<file path="config.mk">
export PLATFORM = sky130hd
export DESIGN_NAME = fe_rx_pcs
export DESIGN_NICKNAME = d
export VERILOG_FILES = /design/src/rtl/fe_rx_pcs_pkg.sv /design/src/rtl/fe_rx_pcs_lvl.sv /design/src/rtl/fe_rx_pcs_dscr.sv /design/src/rtl/fe_rx_pcs_frm.sv /design/src/rtl/fe_rx_pcs.sv
export SDC_FILE = /design/constraint.sdc
export NUM_CORES = 1
export LEC_CHECK = 0
export BUFFER_PORTS_ARGS = -buffer_cell sky130_fd_sc_hd__buf_2
export CAP_MARGIN = 20
export CORE_ASPECT_RATIO = 1.2
export CORE_MARGIN = 1
export CORE_UTILIZATION = 27
export CTS_CLUSTER_DIAMETER = 80
export DETAILED_ROUTE_END_ITERATION = 10
export SLEW_MARGIN = 5
export SYNTH_ARGS = -nofsm -noshare
export SYNTH_HDL_FRONTEND = slang
export SYNTH_HIERARCHICAL = 1
export SYNTH_SLANG_ARGS = --single-unit
</file>
<file path="constraint.sdc">
create_clock -name clk_i -period 2.3 [get_ports clk_i]
set_input_delay 0.345 -clock clk_i [delete_from_list [all_inputs] [get_ports clk_i]]
set_output_delay 0.345 -clock clk_i [all_outputs]
set_load 0.02 [all_outputs]
</file>
<file path="src/rtl/fe_rx_pcs_pkg.sv">
package fe_rx_pcs_pkg;
  localparam int GRP_W = 5;
  localparam int NIB_W = 4;

  localparam logic [GRP_W-1:0] CG_SSD1 = 5'b11000;
  localparam logic [GRP_W-1:0] CG_SSD2 = 5'b10001;
  localparam logic [GRP_W-1:0] CG_ESD1 = 5'b01101;
  localparam logic [GRP_W-1:0] CG_ESD2 = 5'b00111;
  localparam logic [NIB_W-1:0] NIB_PRE = 4'b0101;

  typedef struct packed {
    logic             ok;
    logic [NIB_W-1:0] nib;
  } dec_t;

  function automatic dec_t dec_grp(input logic [GRP_W-1:0] g);
    dec_t d;
    d.ok = 1'b1;
    unique case (g)
      5'b11110: d.nib = 4'h0;
      5'b01001: d.nib = 4'h1;
      5'b10100: d.nib = 4'h2;
      5'b10101: d.nib = 4'h3;
      5'b01010: d.nib = 4'h4;
      5'b01011: d.nib = 4'h5;
      5'b01110: d.nib = 4'h6;
      5'b01111: d.nib = 4'h7;
      5'b10010: d.nib = 4'h8;
      5'b10011: d.nib = 4'h9;
      5'b10110: d.nib = 4'hA;
      5'b10111: d.nib = 4'hB;
      5'b11010: d.nib = 4'hC;
      5'b11011: d.nib = 4'hD;
      5'b11100: d.nib = 4'hE;
      5'b11101: d.nib = 4'hF;
      default: begin
        d.ok  = 1'b0;
        d.nib = 4'h0;
      end
    endcase
    return d;
  endfunction
endpackage

</file>
<file path="src/rtl/fe_rx_pcs_lvl.sv">
module fe_rx_pcs_lvl #(
  parameter int LVL_W = 2
) (
  input  logic             clk_i,
  input  logic             rst_ni,
  input  logic [LVL_W-1:0] lvl_i,
  output logic             bit_o
);
  logic [LVL_W-1:0] lvl_q;

  always_ff @(posedge clk_i or negedge rst_ni) begin
    if (!rst_ni) begin
      lvl_q <= '0;
      bit_o <= 1'b0;
    end else begin
      lvl_q <= lvl_i;
      bit_o <= (lvl_i != lvl_q);
    end
  end

  AST_STEADY_ZERO: assert property (@(posedge clk_i) disable iff (!rst_ni)
    $stable(lvl_i) && $past(rst_ni) && $stable(lvl_q) |=> !bit_o);
endmodule

</file>
<file path="src/rtl/fe_rx_pcs_dscr.sv">
module fe_rx_pcs_dscr #(
  parameter int LFSR_W   = 11,
  parameter int LFSR_TAP = 9,
  parameter int ONES_MIN = 30,
  parameter int LOCK_WIN = 1024
) (
  input  logic clk_i,
  input  logic rst_ni,
  input  logic bit_i,
  output logic raw_o,
  output logic plain_o,
  output logic locked_o
);
  localparam int RUN_W = $clog2(ONES_MIN + 1);
  localparam int WIN_W = $clog2(LOCK_WIN + 1);

  logic [LFSR_W-1:0] lfsr_q;
  logic [RUN_W-1:0]  run_q;
  logic [WIN_W-1:0]  win_q;
  logic              key, plain, run_ok;

  assign key    = lfsr_q[LFSR_W-1] ^ lfsr_q[LFSR_TAP-1];
  assign plain  = bit_i ^ key;
  assign run_ok = (run_q == RUN_W'(ONES_MIN));

  always_ff @(posedge clk_i or negedge rst_ni) begin
    if (!rst_ni) begin
      lfsr_q   <= '0;
      run_q    <= '0;
      win_q    <= '0;
      locked_o <= 1'b0;
      raw_o    <= 1'b0;
      plain_o  <= 1'b0;
    end else begin
      raw_o   <= bit_i;
      plain_o <= plain;
      // unlocked: assume idle (all ones) and track the line
      lfsr_q  <= {lfsr_q[LFSR_W-2:0], locked_o ? key : ~bit_i};
      if (!plain)       run_q <= '0;
      else if (!run_ok) run_q <= run_q + 1'b1;
      if (!locked_o) begin
        win_q <= '0;
        if (run_ok) locked_o <= 1'b1;
      end else if (run_ok) begin
        win_q <= '0;
      end else if (win_q == WIN_W'(LOCK_WIN - 1)) begin
        win_q    <= '0;
        locked_o <= 1'b0;
      end else begin
        win_q <= win_q + 1'b1;
      end
    end
  end

  AST_LOCK_AFTER_ONE: assert property (@(posedge clk_i) disable iff (!rst_ni)
    $rose(locked_o) |-> $past(plain_o));
  AST_RUN_BOUNDED: assert property (@(posedge clk_i) disable iff (!rst_ni)
    run_q <= RUN_W'(ONES_MIN));
  AST_UNLOCK_AT_WIN: assert property (@(posedge clk_i) disable iff (!rst_ni)
    $fell(locked_o) |-> $past(win_q) == WIN_W'(LOCK_WIN - 1));
endmodule

</file>
<file path="src/rtl/fe_rx_pcs_frm.sv">
module fe_rx_pcs_frm
  import fe_rx_pcs_pkg::*;
(
  input  logic             clk_i,
  input  logic             rst_ni,
  input  logic             bypass_i,
  input  logic             raw_i,
  input  logic             plain_i,
  input  logic             locked_i,
  output logic             rx_stb_o,
  output logic             rx_dv_o,
  output logic             rx_er_o,
  output logic [NIB_W-1:0] rxd_o
);
  localparam int SH_W  = 2 * GRP_W;
  localparam int PH_W  = $clog2(GRP_W);
  localparam logic [PH_W-1:0] PH_LAST = PH_W'(GRP_W - 1);

  logic [SH_W-1:0]  sh_q, sh_nx;
  logic [PH_W-1:0]  ph_q;
  logic             in_frm_q, esd1_q, edge_grp;
  logic [GRP_W-1:0] grp;
  dec_t             dec;

  assign sh_nx    = {sh_q[SH_W-2:0], bypass_i ? raw_i : plain_i};
  assign grp      = sh_nx[GRP_W-1:0];
  assign edge_grp = (ph_q == PH_LAST);
  assign dec      = dec_grp(grp);

  always_ff @(posedge clk_i or negedge rst_ni) begin
    if (!rst_ni) begin
      sh_q     <= '0;
      ph_q     <= '0;
      in_frm_q <= 1'b0;
      esd1_q   <= 1'b0;
      rx_stb_o <= 1'b0;
      rx_dv_o  <= 1'b0;
      rx_er_o  <= 1'b0;
      rxd_o    <= '0;
    end else begin
      sh_q     <= sh_nx;
      rx_stb_o <= 1'b0;
      ph_q     <= edge_grp ? '0 : ph_q + 1'b1;
      if (bypass_i) begin
        in_frm_q <= 1'b0;
        esd1_q   <= 1'b0;
        rx_dv_o  <= 1'b0;
        if (edge_grp) begin
          {rx_er_o, rxd_o} <= grp;
          rx_stb_o         <= 1'b1;
        end
      end else if (!locked_i) begin
        in_frm_q <= 1'b0;
        esd1_q   <= 1'b0;
        rx_dv_o  <= 1'b0;
        rx_er_o  <= 1'b0;
      end else if (!in_frm_q) begin
        rx_dv_o <= 1'b0;
        rx_er_o <= 1'b0;
        if (sh_nx == {CG_SSD1, CG_SSD2}) begin
          in_frm_q <= 1'b1;
          ph_q     <= '0;
          rx_stb_o <= 1'b1;
          rx_dv_o  <= 1'b1;
          rxd_o    <= NIB_PRE;
        end
      end else if (edge_grp) begin
        if (esd1_q) begin
          esd1_q   <= 1'b0;
          in_frm_q <= 1'b0;
          if (grp == CG_ESD2) begin
            rx_dv_o <= 1'b0;
            rx_er_o <= 1'b0;
          end else begin
            rx_stb_o <= 1'b1;
            rx_dv_o  <= 1'b1;
            rx_er_o  <= 1'b1;
            rxd_o    <= '0;
          end
        end else if (grp == CG_ESD1) begin
          esd1_q <= 1'b1;
        end else begin
          rx_stb_o <= 1'b1;
          rx_dv_o  <= 1'b1;
          rx_er_o  <= ~dec.ok;
          rxd_o    <= dec.nib;
        end
      end
    end
  end

  AST_BYP_NO_DV: assert property (@(posedge clk_i) disable iff (!rst_ni)
    bypass_i |=> !rx_dv_o);
  AST_LOSS_DROPS_DV: assert property (@(posedge clk_i) disable iff (!rst_ni)
    !locked_i |=> !rx_dv_o);
  AST_STB_HAS_DV: assert property (@(posedge clk_i) disable iff (!rst_ni)
    rx_stb_o && !$past(bypass_i) |-> rx_dv_o);
  AST_ESD_NO_STB: assert property (@(posedge clk_i) disable iff (!rst_ni)
    in_frm_q && !bypass_i && edge_grp && !esd1_q && grp == CG_ESD1 |=> !rx_stb_o);
endmodule

</file>
<file path="src/rtl/fe_rx_pcs.sv">
module fe_rx_pcs
  import fe_rx_pcs_pkg::*;
#(
  parameter int ONES_MIN = 30,
  parameter int LOCK_WIN = 1024
) (
  input  logic       clk_i,
  input  logic       rst_ni,
  input  logic       bypass_i,
  input  logic [1:0] mlt_i,
  output logic       locked_o,
  output logic       rx_stb_o,
  output logic       rx_dv_o,
  output logic       rx_er_o,
  output logic [3:0] rxd_o
);
  logic line_bit, raw_bit, plain_bit;

  fe_rx_pcs_lvl #(.LVL_W(2)) u_lvl (
    .clk_i (clk_i),
    .rst_ni(rst_ni),
    .lvl_i (mlt_i),
    .bit_o (line_bit)
  );

  fe_rx_pcs_dscr #(
    .LFSR_W  (11),
    .LFSR_TAP(9),
    .ONES_MIN(ONES_MIN),
    .LOCK_WIN(LOCK_WIN)
  ) u_dscr (
    .clk_i   (clk_i),
    .rst_ni  (rst_ni),
    .bit_i   (line_bit),
    .raw_o   (raw_bit),
    .plain_o (plain_bit),
    .locked_o(locked_o)
  );

  fe_rx_pcs_frm u_frm (
    .clk_i   (clk_i),
    .rst_ni  (rst_ni),
    .bypass_i(bypass_i),
    .raw_i   (raw_bit),
    .plain_i (plain_bit),
    .locked_i(locked_o),
    .rx_stb_o(rx_stb_o),
    .rx_dv_o (rx_dv_o),
    .rx_er_o (rx_er_o),
    .rxd_o   (rxd_o)
  );
endmodule

</file>
==> reports/metrics.cfg, run 1 <==
[outcome]
status=finished clean

[worst_setup_path]
rrSetupSlack_ns=0.37
path_cells=nor2b_1 > a31oi_1 > a221o_2 > mux2_4
max_stage_delay_ns=0.60
slowest_stage=dfrtp_1
r2r-start=u_frm/sh_q[1]$_DFF_PN0_
critical_path_class=flip-flop to flip-flop
cp.depth=4
end_kind=flip-flop
startpoint_type=flip-flop
path_buf_inv=0
startpoint=u_frm/sh_q[1]$_DFF_PN0_
crit_required_ns=2.50
cp.arrival_ns=2.13
crit_fanout=11
r2r_end=u_frm/rxd_o[3]$_DFFE_PN0P_
worstRegToRegCells=4
cp_top_family=compound AO/OA/AOI/OAI gates

[run]
maxCapViolations=0

[yosys]
synth_top_area_cell=dfrtp_1
synth_edf_count=0
syn_area_um2=2330
synthArstFlopShare_pct=100
synthDistinctLibCells=54
syn_area_per_cell_um2=11.8
netlist.area_leader.share_pct=57.9
yosys-top-cells-area=dfrtp_1 (58%), xnor2_1 (3.0%), nand2_1 (2.9%)
synth-main-ff-cell=dfrtp_1
ys_seq_area_share_pct=57.9
synthCells=197
synth-warning-count=6
ys_seq_elements=54
syn_nets=207

[routing]
route.detailed.drc=0
postRouteAntennaNets=0
routed_wl_um=4000
drt_iter0_markers=95
wl_per_cell_um=12.2
vias=1503
via_per_inst=4.58
first_pass_iters=4

[floorplanning]
core_um2=8240
start_util_pct=28.3
die_w_um=86.9
die-area_um2=9020
die_h_um=104
ios=13
rows=36

[power_and_ir_drop]
internal_power_w=0.00141
peakVddDrop_uv=332
switchingPower_w=0.000595
p_comb_share_pct=14.6
pwr-share-clk_pct=27.4
power.share.sequential_pct=58.0
p_sw_share_pct=29.6
power.density_nw_per_um2=763
p_leak_nw=1.10

[placed_design]
placed_area_um2=2530
place_hpwl_um=2800
portBuffers=12
gp_congestion=0.830

[timing]
setup-violations-final=0
period_share_pct=83.9
drv_slew=0
max_slew_margin_pct=63.5
hold_violations=0
rsz0062_at_grt=no
max_freq_mhz=519
timing.setup.tns_ns=0
finalCriticalPeriod_ns=1.93
skew_ns=0.00699
tightest_slew_ns=0.543

[min_path]
min_to=u_lvl/lvl_q[0]$_DFF_PN0_
hp-class=input pin to flip-flop
hp-start=mlt_i[0]
holdPathStages=1

[finish]
areaGrowthSynthToFinish_pct=12.9
diodes=0
post-route-cell-area_um2=2630
drive_above_1_share_pct=18.7
layout.nets=223

[cts]
post_cts_buffers=0
h-tree-depth=2
cts_buffers=5
cts.sinks=54
cts_tree=done
clockRootBuffer=clkbuf_8
clkLatencyLatePin_ns=0.31
clockBufferDepth=2
cts-resized-gates=0
clk_pin_slew_worst_paths_ns=0.10
cts_hold_buf=1

[grt]
grt_pass1_vias=1436
grt_pass1_wl_um=7160
gr-total-overflow=0
antenna_found_initial=0
grt_start_max_net_pins=24
gr-usage-all-layers_pct=9.97

## per-layer routing
layer | part of all wire, % | global-route usage (%) | vias to the layer above
met5 | 0 | 0 | -
met4 | 0.88 | 2.50 | 0
met3 | 2.5 | 2.87 | 7
met2 | 45 | 14.2 | 15
met1 | 51 | 14.6 | 738
li1 | - | - | 743
## worst max path at each step
stage | end | slack (ns)
6_report | u_frm/rxd_o[3]$_DFFE_PN0P_ | 0.37
5_1_grt | u_frm/rxd_o[0]$_DFFE_PN0P_ | 0.29
4_1_cts | u_frm/rxd_o[3]$_DFFE_PN0P_ | 0.40
3_5_place_dp | u_frm/rxd_o[3]$_DFFE_PN0P_ | 0.25
3_3_place_gp | u_frm/rxd_o[1]$_DFFE_PN0P_ | 0.32
2_1_floorplan | u_frm/rxd_o[0]$_DFFE_PN0P_ | 0.55
## final cells by class
cell class,instances,area (um2)
fillers,823,5610
inverters,7,26.3
flip-flops and latches,54,1350
multi-input cells,129,926
well taps,114,143
repair buffers,16,92.6
clock buffers,5,68.8
clock inverters,3,26.3
## metrics by stage
stage | total power (W) | setup WS (ns) | utilization [%] | hold WS, ns | instances
after global routing | 0.00213 | 0.293 | 32.0 | 0.150 | 328
final | 0.00201 | 0.371 | 32.0 | 0.162 | 328
after CTS | 0.00204 | 0.396 | 32.0 | 0.154 | 328
after floorplan | 0.00137 | 0.551 | - | 0.0494 | 197
after global placement | 0.00147 | 0.318 | 30.7 | 0.254 | 319
after detailed placement | 0.00148 | 0.249 | 30.7 | 0.253 | 319
## placed cells by master (no fill, tap or decap), types with 2 or more instances in the layout
master    count
dfrtp_1      54
nand2_1      18
buf_2        12
nor3_1        8
xnor2_1       8
nor2_1        8
o21ai_0       7
a21oi_1       6
inv_1         6
clkbuf_8      5
ha_1          5
nand3_1       4
a211oi_1      4
nor3b_1       4
mux2_4        4
buf_4         3
nand4_1       3
o31ai_1       3
or3_1         3
xor2_1        3
a31oi_1       3
nor2b_1       3
inv_6         2
o21ai_1       2
mux2_2        2
o21a_1        2
## sequential cells by signal (all words and copies together) (netlist names)
name	cells
u_dscr/raw_o	1
u_frm/sh_q	9
u_dscr/run_q	5
u_frm/rxd_o	4
u_dscr/win_q	11
u_dscr/lfsr_q	11
u_frm/rx_er_o	1
u_frm/in_frm_q	1
u_dscr/locked_o	1
u_frm/ph_q	3
u_lvl/bit_o	1
u_frm/rx_dv_o	1
u_frm/rx_stb_o	1
u_lvl/lvl_q	2
u_dscr/plain_o	1
u_frm/esd1_q	1
## power by group through the flow
stage               sequential, W  clock, W  combinational, W
finish                    0.00117  0.000550          0.000293
global route              0.00118  0.000612          0.000329
CTS                       0.00117  0.000578          0.000298
detailed placement        0.00118         0          0.000297
global placement          0.00118         0          0.000290
floorplan                 0.00116         0          0.000215
## cell families after synthesis
logic type,count (synthesis),share of synthesized area [%]
AOI/OAI and AO/OA,38,11.2
xor gates and xnor gates,11,4.13
adders and majority gates,5,2.68
buffers and inverters,14,2.41
DFF,54,57.9
muxes,8,4.56
and+or+nand+nor,67,17.1
## cells in the mapped netlist, drive strengths merged, types with 2 or more instances
master and number:
o21ai 9, nand2 18, clkbuf 4, ha 5, xor2 3, buf 3
nor2 9, mux2 6, inv 7, nor3b 4, nor2b 3, dfrtp 54
nand4 4, nor3 8, a21oi 6, o31ai 3, nor4 2, a31oi 3
mux2i 2, o21a 2, nand3 5, or3 4, xnor2 8, a211oi 5
or4 2
Note: power is estimated with default switching activity, not from simulation.
==> run 2, diff against run 1 <==
ABC_AREA = 1   (was not set)
clock period = 1.78 ns   (was 2.3 ns; I/O delays follow)
==> run 2 against run 1 <==
Routed wire length grew 3.3%. Setup slack lost 0.11 ns. Die area increased by 5.9%. Combinational power increased by 97%. Synthesized cell count up 42%. Largest power group unchanged. Global-route usage is 0.17 points higher. Largest cell class unchanged. Power is 38% higher. Critical path type unchanged. Highest routed layer unchanged. Count of clock-buffer cells in the layout did not move.
==> reports/metrics.cfg, run 2 <==
[grt]
grtUsageMet3_pct=2.39  ; was 2.87%
antenna_found_initial=0  ; unchanged
met1_usage_pct=13.0  ; was 14.6%
grt_pass1_wl_um=7610  ; was 7160 um
grt_start_max_net_pins=55  ; was 24
gr-usage-met2_pct=16.0  ; was 14.2%
grt_pass1_vias=1762  ; was 1436
busiest_layer=met2  ; was met1
gr-total-overflow=0  ; unchanged
gr-usage-all-layers_pct=10.1  ; was 9.97%

[cts]
clockRootBuffer=clkbuf_8  ; unchanged
cts_hold_buf=1  ; unchanged
h-tree-depth=2  ; unchanged
clkLatencyLatePin_ns=0.31  ; about the same
cts_buffers=5  ; unchanged
cts_tree=done  ; unchanged
cts-resized-gates=0  ; unchanged
post_cts_buffers=0  ; unchanged
cts.sinks=54  ; unchanged
clk_pin_slew_worst_paths_ns=0.10  ; about the same
clockBufferDepth=2  ; unchanged

[finish]
drive_above_1_share_pct=17.6  ; was 18.7%
layout.nets=310  ; was 223
final_common_cell=nand2_1  ; was dfrtp_1
reg_top3=u_dscr/lfsr_q (11), u_dscr/win_q (11), u_frm/sh_q (9)  ; unchanged
post-route-cell-area_um2=2810  ; was 2630 um2
diodes=0  ; unchanged
mostFrequentLayoutCells=nand2_1 (76), dfrtp_1 (54), nor2_1 (32), inv_1 (25), nand3_1 (13)  ; was dfrtp_1 (54), nand2_1 (18), buf_2 (12)
areaGrowthSynthToFinish_pct=13.6  ; was 12.9%

[floorplanning]
die_w_um=89.4  ; was 86.9 um
core_um2=8750  ; was 8240 um2
die_h_um=107  ; was 104 um
start_util_pct=28.3  ; about the same
ios=13  ; unchanged
rows=37  ; was 36
die-area_um2=9550  ; was 9020 um2

[routing]
first_pass_iters=4  ; unchanged
drt_iter0_markers=85  ; was 95
routed_wl_um=4130  ; was 4000 um
via_per_inst=4.28  ; was 4.58
route.detailed.drc=0  ; unchanged
postRouteAntennaNets=0  ; unchanged
vias=1791  ; was 1503
wl_per_cell_um=9.87  ; was 12.2 um

[timing]
period_share_pct=85.2  ; was 83.9%
tightest_slew_ns=0.300  ; was 0.543 ns
finalCriticalPeriod_ns=1.52  ; was 1.93 ns
rsz0062_at_grt=no  ; unchanged
max_freq_mhz=659  ; was 519 MHz
setup-violations-final=0  ; unchanged
drv_slew=0  ; unchanged
timing.setup.tns_ns=0  ; unchanged
hold_violations=0  ; unchanged
skew_ns=0.00591  ; was 0.00699 ns
max_slew_margin_pct=79.8  ; was 63.5%

[yosys]
synth-compound-area-share_pct=5.26  ; was 11.2%
netlist.area_leader.share_pct=54.6  ; was 57.9%
syn_area_per_cell_um2=8.87  ; was 11.8 um2
synthMuxAreaShare_pct=0  ; was 4.56%
synth_simple_gate_area_share_pct=30.0  ; was 17.1%
synthCells=279  ; was 197
ys_seq_area_share_pct=54.6  ; was 57.9%
synthArstFlopShare_pct=100  ; unchanged
syn_area_um2=2470  ; was 2330 um2
synth_edf_count=0  ; unchanged
synth_fa_ha_area_share_pct=2.53  ; was 2.68%
synth_xor_area_share_pct=2.48  ; was 4.13%
synth-warning-count=6  ; unchanged
yosysMostFrequentCell=nand2_1  ; was dfrtp_1
synth_top_family_by_area=simple AND/OR/NAND/NOR gates  ; unchanged
synthTopCellsByCount=nand2_1 (76), dfrtp_1 (54), nor2_1 (32)  ; was dfrtp_1 (54), nand2_1 (18), nor2_1 (8), nor3_1 (8), xnor2_1 (8)
synth_top_area_cell=dfrtp_1  ; unchanged
synth-main-ff-cell=dfrtp_1  ; unchanged
synthDistinctLibCells=29  ; was 54
yosys-top-cells-area=dfrtp_1 (55%), nand2_1 (12%), nor2_1 (4.9%)  ; was dfrtp_1 (58%), xnor2_1 (3.0%), nand2_1 (2.9%)
ys_seq_elements=54  ; unchanged
syn_nets=289  ; was 207

[placed_design]
portBuffers=12  ; unchanged
gp_congestion=0.837  ; was 0.830
place_hpwl_um=2940  ; was 2800 um
placed_area_um2=2710  ; was 2530 um2

[worst_setup_path]
cp_top_family=simple AND/OR/NAND/NOR gates  ; was compound AO/OA/AOI/OAI gates
path_buf_inv=1  ; was 0
crit_required_ns=1.99  ; was 2.50 ns
path_cells=inv_1 > ha_1 > nand2_1 > o21ai_0 > nand3_1 > nand2_1 > o21ai_1  ; was nor2b_1 > a31oi_1 > a221o_2 > mux2_4
crit_fanout=7  ; was 11
end_kind=flip-flop  ; unchanged
startpoint_type=flip-flop  ; unchanged
max_stage_delay_ns=0.41  ; was 0.60 ns
slowest_stage=dfrtp_1  ; unchanged
cp.arrival_ns=1.73  ; was 2.13 ns
critical_path_class=flip-flop to flip-flop  ; unchanged
cpMostUsedCell=nand2_1

[outcome]
status=finished clean  ; unchanged

[min_path]
hp-class=input pin to flip-flop  ; unchanged

[power_and_ir_drop]
peakVddDrop_uv=392  ; was 332 uV
power.density_nw_per_um2=988  ; was 763 nW/um2
p_leak_nw=1.29  ; was 1.10 nW

[run]
maxCapViolations=0  ; unchanged

==> run 2: cell types whose count changed in the layout (fill, tap and decap cells not counted), sizes merged, moves of 4 or more <==
cell    before  now
or3          4    0
xnor2        8    4
nand3        5   16
nand2       18   82
mux2         6    0
nor2         9   48
a211oi       5    0
nor3b        4    0
inv          9   30
nor3         8    3
==> run 2: logic make-up after synthesis <==
| family | after synthesis |
|---|---|
| compound gates | 24 |
| flops | 54 |
| simple gates | 156 |
| fa+ha+maj | 5 |
| xor+xnor | 7 |
| buf+inv | 33 |
==> run 2: report_power, final <==
group / switching (W) / internal [W]
logic: 0.000361 / 0.000215
clock network: 0.000424 / 0.000285
registers: 0.000111 / 0.00138
total: 0.000896 / 0.00188
==> run 2: worst register-to-register path, stage by stage (launching register included) <==
cell and delay [ns]:
dfrtp_1 0.41, inv_1 0.06, ha_1 0.13, nand2_1 0.13, o21ai_0 0.31, nand3_1 0.23, nand2_1 0.10, o21ai_1 0.06
==> run 2: final cells by class <==
type	count	area, um2
fillers	923	5940
flip-flops and latches	54	1350
multi-input cells	192	996
well taps	117	146
inverters	31	116
repair buffers	16	105
clock buffers	5	68.8
clock inverters	3	25.0
==> run 2: final timing paths <==
kind / startpoint / to / slack [ns] / depth (start not counted)
setup / recovery: u_frm/ph_q[0]$_DFF_PN0_ / u_frm/rxd_o[1]$_DFFE_PN0P_ / 0.26 / 7
hold / removal: mlt_i[0] / u_lvl/lvl_q[0]$_DFF_PN0_ / 0.08 / 1
setup reg to reg: u_frm/ph_q[0]$_DFF_PN0_ / u_frm/rxd_o[1]$_DFFE_PN0P_ / 0.26 / 7
hold reg to reg: u_dscr/lfsr_q[9]$_DFF_PN0_ / u_dscr/lfsr_q[10]$_DFF_PN0_ / 0.35 / 0
max in group asynchronous: rst_ni / u_frm/sh_q[5]$_DFF_PN0_ / 1.08 / 3
min in group asynchronous: rst_ni / u_frm/rx_dv_o$_DFFE_PN0P_ / 0.45 / 3
==> run 2: stage by stage <==
stage                     std cells  hold slack, ns  util (%)  power [W]  setup slack [ns]
after floorplan                 279         -0.0286         -    0.00193             0.432
after global placement          409           0.284      30.9    0.00209             0.303
after detailed placement        409           0.285      30.9    0.00210             0.264
after CTS                       418          0.0696      32.1    0.00283             0.249
after global routing            418          0.0643      32.1    0.00298            0.0470
final                           418          0.0831      32.1    0.00278             0.263
==> run 2: layer usage <==
layer  routed length (um)  vias to the layer above
met1                 2010                      837
met3                  128                        8
met4                   93                        0
met5                    0                        -
li1                     -                      914
met2                 1890                       32
==> run 3, diff against run 2 <==
BUFFER_PORTS_ARGS = -buffer_cell sky130_fd_sc_hd__buf_4   (was -buffer_cell sky130_fd_sc_hd__buf_2)
CTS_BUF_LIST = sky130_fd_sc_hd__clkbuf_8   (was not set)
==> run 3 against run 2 <==
The flow now finishes with violations (hold timing). Cell count is 0.48% lower. Power is 0.24% higher. Clock skew up 0.0034 ns. Sequential power hardly changed. Via count down 0.45%. Setup slack lost 0.012 ns. Flip-flop and latch count did not move. First-iteration DRC count shrank 21%. Register-to-register slack barely moved. Largest cell class unchanged.
==> reports/metrics.cfg, run 3 (synthesized netlist as in run 2, its figures left out) <==
[routing]
routed_wl_um=4130  ; about the same
via_per_inst=4.29  ; was 4.28
drt_iter0_markers=67  ; was 85
vias=1783  ; was 1791
first_pass_iters=4  ; unchanged
wl_per_cell_um=9.92  ; was 9.87 um
postRouteAntennaNets=0  ; unchanged
route.detailed.drc=0  ; unchanged

[worst_setup_path]
slowest_stage=dfrtp_1  ; unchanged
path_buf_inv=1  ; unchanged
crit_fanout=7  ; unchanged
cp_top_family=simple AND/OR/NAND/NOR gates  ; unchanged
worstRegToRegCells=7  ; unchanged
crit_required_ns=1.98  ; was 1.99 ns
path_cells=inv_1 > ha_1 > nand2_1 > o21ai_0 > nand3_1 > nand2_1 > o21ai_1  ; unchanged
max_stage_delay_ns=0.40  ; was 0.41 ns
cp.depth=7  ; unchanged
end_kind=flip-flop  ; unchanged
critical_path_class=flip-flop to flip-flop  ; unchanged
cp.arrival_ns=1.73  ; about the same
startpoint_type=flip-flop  ; unchanged
cpMostUsedCell=nand2_1  ; unchanged

[timing]
timing.setup.tns_ns=0  ; unchanged
drv_slew=0  ; unchanged
hold_violations=14  ; was 0
whs_ns=-0.0235  ; was 0.0831 ns
tightest_slew_ns=0.677  ; was 0.300 ns
period_share_pct=85.9  ; was 85.2%
max_slew_margin_pct=54.9  ; was 79.8%
setup-violations-final=0  ; unchanged
skew_ns=0.00931  ; was 0.00591 ns
finalCriticalPeriod_ns=1.53  ; was 1.52 ns
max_freq_mhz=654  ; was 659 MHz
rsz0062_at_grt=no  ; unchanged

[finish]
mostFrequentLayoutCells=nand2_1 (76), dfrtp_1 (54), nor2_1 (32), inv_1 (25), buf_4 (14)  ; was nand2_1 (76), dfrtp_1 (54), nor2_1 (32), inv_1 (25), nand3_1 (13)
final_common_cell=nand2_1  ; unchanged
seqCellArea_um2=1350  ; unchanged
areaGrowthSynthToFinish_pct=13.5  ; was 13.6%
multi_input_area_um2=996  ; unchanged
post-route-cell-area_um2=2810  ; about the same
layout.nets=308  ; was 310
layout.cells.non_filler=416  ; was 418
diodes=0  ; unchanged
drive_above_1_share_pct=17.4  ; was 17.6%
fillers=914  ; was 923
reg_top3=u_dscr/lfsr_q (11), u_dscr/win_q (11), u_frm/sh_q (9)  ; unchanged

[placed_design]
place_hpwl_um=2930  ; was 2940 um
place_inst=408  ; was 409
portBuffers=12  ; unchanged
gp_congestion=0.843  ; was 0.837
placed_area_um2=2720  ; was 2710 um2

[run]
maxCapViolations=0  ; unchanged

[cts]
clk_pin_slew_worst_paths_ns=0.10  ; about the same
cts-resized-gates=0  ; unchanged
post_cts_buffers=0  ; unchanged
clockRootBuffer=clkbuf_8  ; unchanged
clockBufferDepth=2  ; unchanged
cts_buffers=5  ; unchanged
h-tree-depth=2  ; unchanged
cts_tree=done  ; unchanged
cts_hold_buf=0  ; was 1
clkLatencyLatePin_ns=0.30  ; was 0.31 ns
cts.sinks=54  ; unchanged

[grt]
grt_pass1_wl_um=7400  ; was 7610 um
grt_pass1_vias=1691  ; was 1762
gr-total-overflow=0  ; unchanged
grt_start_max_net_pins=55  ; unchanged
antenna_found_initial=0  ; unchanged
gr-usage-all-layers_pct=9.90  ; was 10.1%

[outcome]
status=complete, but fails checks  ; was finished clean
violations=hold timing

[floorplanning]
rows=37  ; unchanged
ios=13  ; unchanged
die-area_um2=9550  ; unchanged
die_w_um=89.4  ; unchanged
core_um2=8750  ; unchanged
die_h_um=107  ; unchanged
start_util_pct=28.3  ; unchanged

[min_path]
hp-class=input pin to asynchronous set/reset pin  ; was input pin to flip-flop

[power_and_ir_drop]
peakVddDrop_uv=410  ; was 392 uV
p_leak_nw=1.28  ; was 1.29 nW
power.density_nw_per_um2=991  ; was 988 nW/um2

==> run 3: changes by cell type in the layout (fill, tap and decap cells not counted), sizes merged <==
cell         previous run  this run
clkinvlp                1         2
buf                    15        14
clkinv                  3         2
dlygate4sd3             1         0
==> run 3: through the flow <==
stage	total power [W]	utilization [%]	worst slack, ns
final	0.00278	32.1	0.251
after global routing	0.00299	32.1	0.0700
after CTS	0.00283	32.1	0.246
after detailed placement	0.00212	31.0	0.253
after global placement	0.00211	31.0	0.306
after floorplan	0.00193	-	0.432
==> run 3: metal layers <==
metal / vias up / track usage (%) / routed length [um]
li1: 914 / - / -
met1: 824 / 13.1 / 2040
met2: 39 / 15.5 / 1870
met3: 6 / 2.16 / 150
met4: 0 / 4.20 / 62
met5: - / 0 / 0
==> run 3: area by class of cell <==
cell class	instances	share of cell area [%]
Clock buffer	5	2.45
Clock inverter	3	0.847
Inverter	31	4.14
Multi-Input combinational cell	192	35.5
Sequential cell	54	48.1
Tap cell	117	5.21
Timing Repair Buffer	14	3.74
==> run 3: worst reg2reg max path, delay by kind of cell, from the launching register on <==
kind            cells  cell delay, ns
simple gates        3            0.46
flops               1            0.40
compound gates      2            0.37
fa+ha+maj           1            0.13
buf+inv             1            0.06
==> run 3: path summary, 6_finish.rpt <==
path,slack [ns],end,startpoint
min,-0.02,u_frm/rx_stb_o$_DFF_PN0_,rst_ni
max,0.25,u_frm/rxd_o[1]$_DFFE_PN0P_,u_frm/ph_q[0]$_DFF_PN0_
max in group asynchronous,1.33,u_frm/ph_q[1]$_DFF_PN0_,rst_ni
min reg2reg,0.36,u_dscr/lfsr_q[6]$_DFF_PN0_,u_dscr/lfsr_q[5]$_DFF_PN0_
min in group clk_i,0.08,u_lvl/lvl_q[0]$_DFF_PN0_,mlt_i[0]
max reg2reg,0.25,u_frm/rxd_o[1]$_DFFE_PN0P_,u_frm/ph_q[0]$_DFF_PN0_
==> run 3: power breakdown <==
part / internal (W) / switching, W
registers: 0.00138 / 0.000114
logic: 0.000234 / 0.000361
clock network: 0.000282 / 0.000412
